**config.mk**
```make
export PLATFORM = sky130hd
export DESIGN_NAME = irq_agg_top
export DESIGN_NICKNAME = d
export VERILOG_FILES = /design/src/rtl/irq_agg_pkg.sv /design/src/rtl/irq_agg_regs.sv /design/src/rtl/irq_agg_prio.sv /design/src/rtl/irq_agg_top.sv
export SDC_FILE = /design/constraint.sdc
export NUM_CORES = 1
export LEC_CHECK = 0
export CORE_AREA = 2 2 66 68
export CTS_CLUSTER_DIAMETER = 120
export DETAILED_ROUTE_END_ITERATION = 8
export DIE_AREA = 0 0 68 70
export PLACE_DENSITY = 0.74
export SLEW_MARGIN = 20
export SYNTH_ARGS = -nofsm -noshare
export SYNTH_HDL_FRONTEND = slang
export SYNTH_SLANG_ARGS = --single-unit
```
**constraint.sdc**
```tcl
create_clock -name clk -period 1.1 [get_ports clk]
set_input_delay 0.165 -clock clk [delete_from_list [all_inputs] [get_ports clk]]
set_output_delay 0.165 -clock clk [all_outputs]
set_load 0.02 [all_outputs]
```
**src/rtl/irq_agg_pkg.sv**
```systemverilog
package irq_agg_pkg;
  localparam int          DEF_NUM_SRC   = 7;
  localparam int          DEF_ADDR_W    = 8;
  localparam int          DEF_DATA_W    = 32;
  localparam logic [7:0]  DEF_CAUSE_OFS = 8'h50;
  localparam logic [7:0]  DEF_MASK_OFS  = 8'h54;
endpackage

```
**src/rtl/irq_agg_regs.sv**
```systemverilog
module irq_agg_regs #(
  parameter int NUM_SRC = 7,
  parameter int ADDR_W  = 8,
  parameter int DATA_W  = 32,
  parameter logic [ADDR_W-1:0] CAUSE_OFS = 8'h50,
  parameter logic [ADDR_W-1:0] MASK_OFS  = 8'h54
) (
  input  logic               clk,
  input  logic               rst,
  input  logic [NUM_SRC-1:0] src_i,
  input  logic               bus_wr,
  input  logic [ADDR_W-1:0]  bus_addr,
  input  logic [DATA_W-1:0]  bus_wdata,
  output logic [DATA_W-1:0]  bus_rdata,
  output logic [NUM_SRC-1:0] cause_o,
  output logic [NUM_SRC-1:0] mask_o
);
  logic [NUM_SRC-1:0] cause_q, mask_q, cause_base;
  logic [DATA_W-1:0]  rd_mux;
  logic               hit_cause, hit_mask;

  assign hit_cause = bus_wr && (bus_addr == CAUSE_OFS);
  assign hit_mask  = bus_wr && (bus_addr == MASK_OFS);

  // Bus value first, then line events OR'd on top: an event beats a written 0.
  assign cause_base = hit_cause ? bus_wdata[NUM_SRC-1:0] : cause_q;

  always_comb begin
    rd_mux = '0;
    if (bus_addr == CAUSE_OFS)     rd_mux[NUM_SRC-1:0] = cause_q;
    else if (bus_addr == MASK_OFS) rd_mux[NUM_SRC-1:0] = mask_q;
  end

  always_ff @(posedge clk) begin
    if (rst) begin
      cause_q   <= '0;
      mask_q    <= '0;
      bus_rdata <= '0;
    end else begin
      cause_q   <= cause_base | src_i;
      if (hit_mask) mask_q <= bus_wdata[NUM_SRC-1:0];
      bus_rdata <= rd_mux;
    end
  end

  assign cause_o = cause_q;
  assign mask_o  = mask_q;

  // a line seen high at an edge is pending after that edge
  assert_event_sets_R5: assert property (@(posedge clk) disable iff (rst)
    (src_i != '0) |=> ((cause_q & $past(src_i)) == $past(src_i)));

  // enable register holds without a write to its offset
  assert_mask_hold_R3: assert property (@(posedge clk) disable iff (rst)
    !hit_mask |=> $stable(mask_q));

  // unused read bits stay zero
  assert_upper_zero_R4: assert property (@(posedge clk) disable iff (rst)
    bus_rdata[DATA_W-1:NUM_SRC] == '0);

  // writes elsewhere and quiet lines leave the cause register alone
  assert_cause_hold_R9: assert property (@(posedge clk) disable iff (rst)
    (!hit_cause && src_i == '0) |=> $stable(cause_q));
endmodule

```
**src/rtl/irq_agg_prio.sv**
```systemverilog
module irq_agg_prio #(
  parameter int NUM_SRC = 7,
  parameter int IDX_W   = $clog2(NUM_SRC)
) (
  input  logic [NUM_SRC-1:0] req_i,
  output logic               valid_o,
  output logic [IDX_W-1:0]   idx_o
);
  always_comb begin
    idx_o = '0;
    for (int i = 0; i < NUM_SRC; i++) begin
      if (req_i[i]) idx_o = i[IDX_W-1:0];
    end
  end
  assign valid_o = |req_i;
endmodule

```
**src/rtl/irq_agg_top.sv**
```systemverilog
module irq_agg_top
  import irq_agg_pkg::*;
#(
  parameter int NUM_SRC = DEF_NUM_SRC,
  parameter int ADDR_W  = DEF_ADDR_W,
  parameter int DATA_W  = DEF_DATA_W,
  parameter logic [ADDR_W-1:0] CAUSE_OFS = DEF_CAUSE_OFS,
  parameter logic [ADDR_W-1:0] MASK_OFS  = DEF_MASK_OFS,
  localparam int IDX_W = $clog2(NUM_SRC)
) (
  input  logic               clk,
  input  logic               rst,
  input  logic [NUM_SRC-1:0] src_i,
  input  logic               bus_wr,
  input  logic [ADDR_W-1:0]  bus_addr,
  input  logic [DATA_W-1:0]  bus_wdata,
  output logic [DATA_W-1:0]  bus_rdata,
  output logic               irq_o,
  output logic               pend_valid_o,
  output logic [IDX_W-1:0]   pend_idx_o
);
  logic [NUM_SRC-1:0] cause, mask, live;
  logic               enc_valid;
  logic [IDX_W-1:0]   enc_idx;

  irq_agg_regs #(
    .NUM_SRC(NUM_SRC), .ADDR_W(ADDR_W), .DATA_W(DATA_W),
    .CAUSE_OFS(CAUSE_OFS), .MASK_OFS(MASK_OFS)
  ) regs_i (
    .clk(clk), .rst(rst), .src_i(src_i),
    .bus_wr(bus_wr), .bus_addr(bus_addr), .bus_wdata(bus_wdata),
    .bus_rdata(bus_rdata), .cause_o(cause), .mask_o(mask)
  );

  assign live = cause & mask;

  irq_agg_prio #(.NUM_SRC(NUM_SRC), .IDX_W(IDX_W)) prio_i (
    .req_i(live), .valid_o(enc_valid), .idx_o(enc_idx)
  );

  always_ff @(posedge clk) begin
    if (rst) begin
      irq_o        <= 1'b0;
      pend_valid_o <= 1'b0;
      pend_idx_o   <= '0;
    end else begin
      irq_o        <= |live;
      pend_valid_o <= enc_valid;
      pend_idx_o   <= enc_idx;
    end
  end

  // outputs quiet after a reset edge
  assert_reset_quiet_R1: assert property (@(posedge clk)
    rst |=> (!irq_o && !pend_valid_o && pend_idx_o == '0));

  // OR path and encoder path agree
  assert_irq_valid_agree_R6: assert property (@(posedge clk) disable iff (rst)
    irq_o == pend_valid_o);

  // index in range, and zero when nothing is pending
  assert_idx_range_R7: assert property (@(posedge clk) disable iff (rst)
    pend_valid_o ? (int'(pend_idx_o) < NUM_SRC) : (pend_idx_o == '0));
endmodule

```
==> results_dict.tcl, run 1 <==
set metrics [dict create \
    ys_warn_count 0 \
    rows 24 \
    pre_cts_ws_ps -603 \
    drv_cap 0 \
    synth_area_leaders "dfxtp_1, buf_4, mux2i_1" \
    netlist_area_mm2 0.00122 \
    path_cells "clkdlybuf4s50_1 > buf_4 > nor4_2 > a211oi_2" \
    required_ps 1240 \
    grt_overflow 0 \
    place_congestion 0.750 \
    netlist_instances 136 \
    ir_drop_v 0.000390 \
    status "complete, but fails checks" \
    wl_per_cell_um 11.6 \
    cp_top_family "buffers and inverters" \
    finalSetupTns_ps -46.1 \
    start_util 0.295 \
    die_h_um 70 \
    critical_path_class "input port to register" \
    area_growth_syn_to_layout_pct 34.5 \
    power.leakage_uw 0.000682 \
    hold_buffers 0 \
    antenna_found_initial 0 \
    cts_buffers 3 \
    max_freq_ghz 0.873 \
    drv_slew 0 \
    htree_levels 1 \
    root_buffer "clkbuf_8" \
    worst_hold_slack_ps 432 \
    viasPerCell 4.39 \
    final_hold_viol_count 0 \
    fin_crit_sh 1.04 \
    max_stage_delay_ps 490 \
    grt_pass1_vias 941 \
    ant_nets 0 \
    path_clk_slew_ps 90 \
    hold_path_class "input port to register" \
    dieArea_mm2 0.00476 \
    fin_nets 227 \
    synth_cell_types 23 \
    arrival_ps 1290 \
    crit_slowest_cell "clkdlybuf4s50_1" \
    grt_max_degree 26 \
    cts_tree "built" \
    ios 87 \
    syn_avg_cell_area_um2 8.99 \
    diodes 0 \
    clk_latency_ps 270 \
    crit_buf_inv 2 \
    ys_seq_area_frac 0.409 \
    drt_pass1_iterations 4 \
    drt_iter0_markers 70 \
    synth_commonest_cells "buf_4, dfxtp_1, nor2_1, nand2_1, nor4_1" \
    wl_um 2640 \
    core-area_mm2 0.00414 \
    yosys.area.top_type "dfxtp_1" \
    setup_viol 1 \
    violations "setup timing" \
    p_per_area_mw_per_mm2 1060 \
    ys_ff_latch 25 \
    startpoint_type "input port" \
    die_w_um 68 \
    synth.most_common_cell "buf_4" \
    port-buffer-count 36 \
    finalClockSkew_ps 6.10 \
    synthFlopType "dfxtp_1" \
    period_needed_ps 1150 \
    synth_top_area_share 0.409 \
    synth_edf_count 0 \
    grt_pass1_wl_um 4110 \
    cts.path.max_buffers 2 \
    synth_async_sr_flop_share 0 \
    drcViolationCount 0 \
    critPathMaxFanout 6 \
    cts.sinks 25 \
    grtUsageTotal 0.111 \
    dpl.hpwl_um 1920 \
    setup_ws_ps -46.1 \
    cts_setup_buffers 0 \
    end_kind "register" \
    vias 1001 \
    grt_setup_unrepaired "yes" \
    layout-drive-gt1-share 0.142 \
]
[metal layers]
| layer | share of wire | global-route usage |
|---|---|---|
| met1 | 0.41 | 0.137 |
| met2 | 0.51 | 0.175 |
| met3 | 0.069 | 0.0290 |
| met4 | 0.015 | 0.0578 |
| met5 | 0 | 0 |
[cells by family (layout without fill, tap and decap cells)]
| family | Yosys count | count (layout) | share of synthesized area |
|---|---|---|---|
| multiplexers | 7 | 7 | 0.0573 |
| buffers and inverters | 32 | 48 | 0.180 |
| AND/OR/NAND/NOR | 51 | 51 | 0.236 |
| other | 1 | 25 | 0.00307 |
| flip-flops | 25 | 25 | 0.409 |
| AO/OA/AOI/OAI | 20 | 20 | 0.114 |
[tightest hold or removal path, stage by stage]
cell            delay (ps)
dlymetal6s2s_1         160
nand3_4                 90
or2_4                  160
a211oi_1                80
[state kept, by name (all words and copies together) (netlist names)]
register          count
regs_i.bus_rdata      7
regs_i.cause_o        7
regs_i.mask_o         7
pend_idx_o            3
pend_valid_o          1
[final timing paths]
check / from / slack [ps] / cells after the start / endpoint
worst min-delay path: bus_wr / 430 / 4 / regs_i.cause_o[3]$_SDFF_PP0_
worst min register to register: regs_i.mask_o[2]$_SDFFE_PP0P_ / 510 / 2 / regs_i.mask_o[2]$_SDFFE_PP0P_
worst max-delay path: bus_addr[2] / -50 / 4 / regs_i.cause_o[5]$_SDFF_PP0_
worst max register to register: regs_i.cause_o[1]$_SDFF_PP0_ / 80 / 3 / pend_idx_o[0]$_SDFF_PP0_
[metrics by stage]
stage          cells  area (um^2)   util  total power (uW)
2_1_floorplan    160         1330      -              1170
3_3_place_gp     223         1570  0.379              1220
3_5_place_dp     223         1570  0.379              1230
4_1_cts          227         1620  0.391              1740
5_1_grt          228         1640  0.397              1810
6_report         228         1640  0.397              1750
[cells in the final DEF, fill, tap and decap left out, types with 2 or more instances in the layout]
master,Yosys,routed
conb_1,1,25
dfxtp_1,25,25
nor2_1,16,16
clkdlybuf4s50_1,0,16
dlygate4sd2_1,0,10
nand2_1,8,8
mux2i_1,7,7
nand2b_1,7,7
nand3b_1,7,7
nor4_1,8,5
clkdlybuf4s15_1,0,5
buf_4,26,5
o21ai_1,0,4
a211oi_1,6,4
clkbuf_2,0,4
a211oi_2,1,3
o21ai_0,7,3
clkbuf_8,0,3
a21oi_1,2,2
a221oi_1,2,2
nor4_2,0,2
buf_6,0,2
[power by group]
| group | total (uW) | switching [uW] | internal [uW] |
|---|---|---|---|
| sequential | 941 | 17.4 | 923 |
| combinational | 271 | 156 | 115 |
| clock | 536 | 277 | 259 |
| total | 1750 | 451 | 1300 |
[cell type report]
cell class,count,area [um^2]
clock buffers,4,45.0
fillers,431,2500
multi-input cells,103,638
flip-flops and latches,25,500
well taps,52,65.1
repair buffers,44,395
[timing repair]
item                                    CTS  global route
gates resized for setup                  27            19
endpoints found under the setup margin   33            21
gates cloned                              0             1
pin swaps                                 4             5
Power figures use the tool's default switching activity.
==> run 2, diff against run 1 <==
Settings changed: CORE_AREA 2 2 66 68 to 4 4 68 70, DIE_AREA 0 0 68 70 to 0 0 72 74, SLEW_MARGIN 20 to 30, TNS_END_PERCENT set to 10.
==> results_dict.tcl, run 2 (synthesis results as in run 1) <==
set metrics [dict create \
    status "finished, final reports clean" \
    wl_per_cell_um 12.0 \
    fin_crit_sh 0.975 \
    htree_levels 1 \
    r2r-end "pend_idx_o[0]$_SDFF_PP0_" \
    final_hold_viol_count 0 \
    critical_path_class "input port to register" \
    hold_depth 3 \
    die_h_um 74 \
    post_dp_cell_area_mm2 0.00156 \
    max_freq_ghz 0.933 \
    clk_latency_ps 270 \
    cts.path.max_buffers 2 \
    hold_path_class "input port to register" \
    grtUsageTotal 0.0951 \
    startpoint_type "input port" \
    viasPerCell 4.45 \
    die_w_um 72 \
    worstRegToRegCells 4 \
    critPathMaxFanout 7 \
    wl_um 2710 \
    multi_input_area_um2 637 \
    finalSetupTns_ps 0 \
    worst_hold_slack_ps 376 \
    r2r-start "regs_i.cause_o[2]$_SDFF_PP0_" \
    layout-drive-gt1-share 0.153 \
    min_from "bus_addr[2]" \
    place_congestion 0.730 \
    path_clk_slew_ps 100 \
    rows 23 \
    dpl.hpwl_um 2050 \
    nFillCells 407 \
    drv_cap 0 \
    start_util 0.308 \
    grt_overflow 0 \
    r2r_setup_slack_ps 110 \
    layout_common_cells "conb_1, dfxtp_1, nor2_1" \
    finalClockSkew_ps 10.7 \
    port-buffer-count 36 \
    antenna_found_initial 0 \
    area_growth_syn_to_layout_pct 35.5 \
    drt_pass1_iterations 4 \
    period_needed_ps 1070 \
    core-area_mm2 0.00397 \
    arrival_ps 1260 \
    ios 87 \
    root_buffer "clkbuf_8" \
    grt_pass1_wl_um 4040 \
    ir_drop_v 0.000458 \
    vias 1005 \
    grt_max_degree 26 \
    cts_tree "built" \
    seqCellArea_um2 500 \
    fin_area_mm2 0.00166 \
    drcViolationCount 0 \
    p_per_area_mw_per_mm2 1060 \
    required_ps 1290 \
    whs_endpoint "regs_i.cause_o[3]$_SDFF_PP0_" \
    pre_cts_ws_ps -616 \
    fin_nets 227 \
    power.leakage_uw 0.000682 \
    fin_total_pwr_uw 1760 \
    drt_iter0_markers 95 \
    cts.sinks 25 \
    dieArea_mm2 0.00533 \
    diodes 0 \
    grt_pass1_vias 918 \
    cts_buffers 3 \
    setup_viol 0 \
    drv_slew 0 \
    ant_nets 0 \
    setup_ws_ps 27.6 \
    end_kind "register" \
]
[run 2: how the worst max path moves through the flow]
stage,from,endpoint,depth (start not counted)
floorplan,bus_addr[5],regs_i.cause_o[6]$_SDFF_PP0_,5
finish,bus_addr[1],regs_i.cause_o[5]$_SDFF_PP0_,5
CTS,bus_addr[5],regs_i.cause_o[5]$_SDFF_PP0_,5
global placement,bus_addr[1],regs_i.cause_o[6]$_SDFF_PP0_,5
global route,regs_i.cause_o[2]$_SDFF_PP0_,pend_idx_o[0]$_SDFF_PP0_,4
detailed placement,bus_addr[1],regs_i.cause_o[6]$_SDFF_PP0_,5
[run 2: layer usage]
layer  global-route usage  vias to the layer above  routed length, um
met2                0.170                       39               1370
met5                    0                        -                  0
li1                     -                      508                  -
met3               0.0189                        2                207
met1                0.112                      456               1100
met4               0.0376                        0                 25
[run 2: power by group]
part	switching (uW)	internal [uW]
Sequential	19.8	924
Clock	297	256
Combinational	151	112
Total	468	1290
[run 2: worst max-delay path, cell delays in order]
cell and delay [ps]:
dlygate4sd2_1 260, nor3_4 240, nand3_4 90, or2_4 300, a211oi_2 210
[run 2: what timing repair did]
action | 4_1_cts | 5_1_grt
setup buffers | 0 | 1
pin swaps | 5 | 4
endpoints found under the hold margin | 0 | 0
setup endpoints to repair | 33 | 23
gates cloned | 0 | 1
gates resized for setup | 27 | 28
hold buffers | 0 | 0
[run 2: area by class of cell]
class | count | area share
Clock inverter | 1 | 0.00453
Tap cell | 50 | 0.0378
Timing Repair Buffer | 44 | 0.246
Clock buffer | 3 | 0.0249
Sequential cell | 25 | 0.302
Multi-Input combinational cell | 103 | 0.384
[run 2: per-stage QoR]
step / utilization / instances
after CTS: 0.407 / 224
after global routing: 0.417 / 226
after floorplan: - / 160
after global placement: 0.393 / 220
final: 0.417 / 226
after detailed placement: 0.393 / 220
==> run 3, diff against run 2 <==
Settings changed: ABC_CLOCK_PERIOD_IN_PS set to 1100, CTS_CLUSTER_SIZE set to 14.
==> results of run 3 <==
The final DEF is identical to that of run 2; final timing and power are the same.
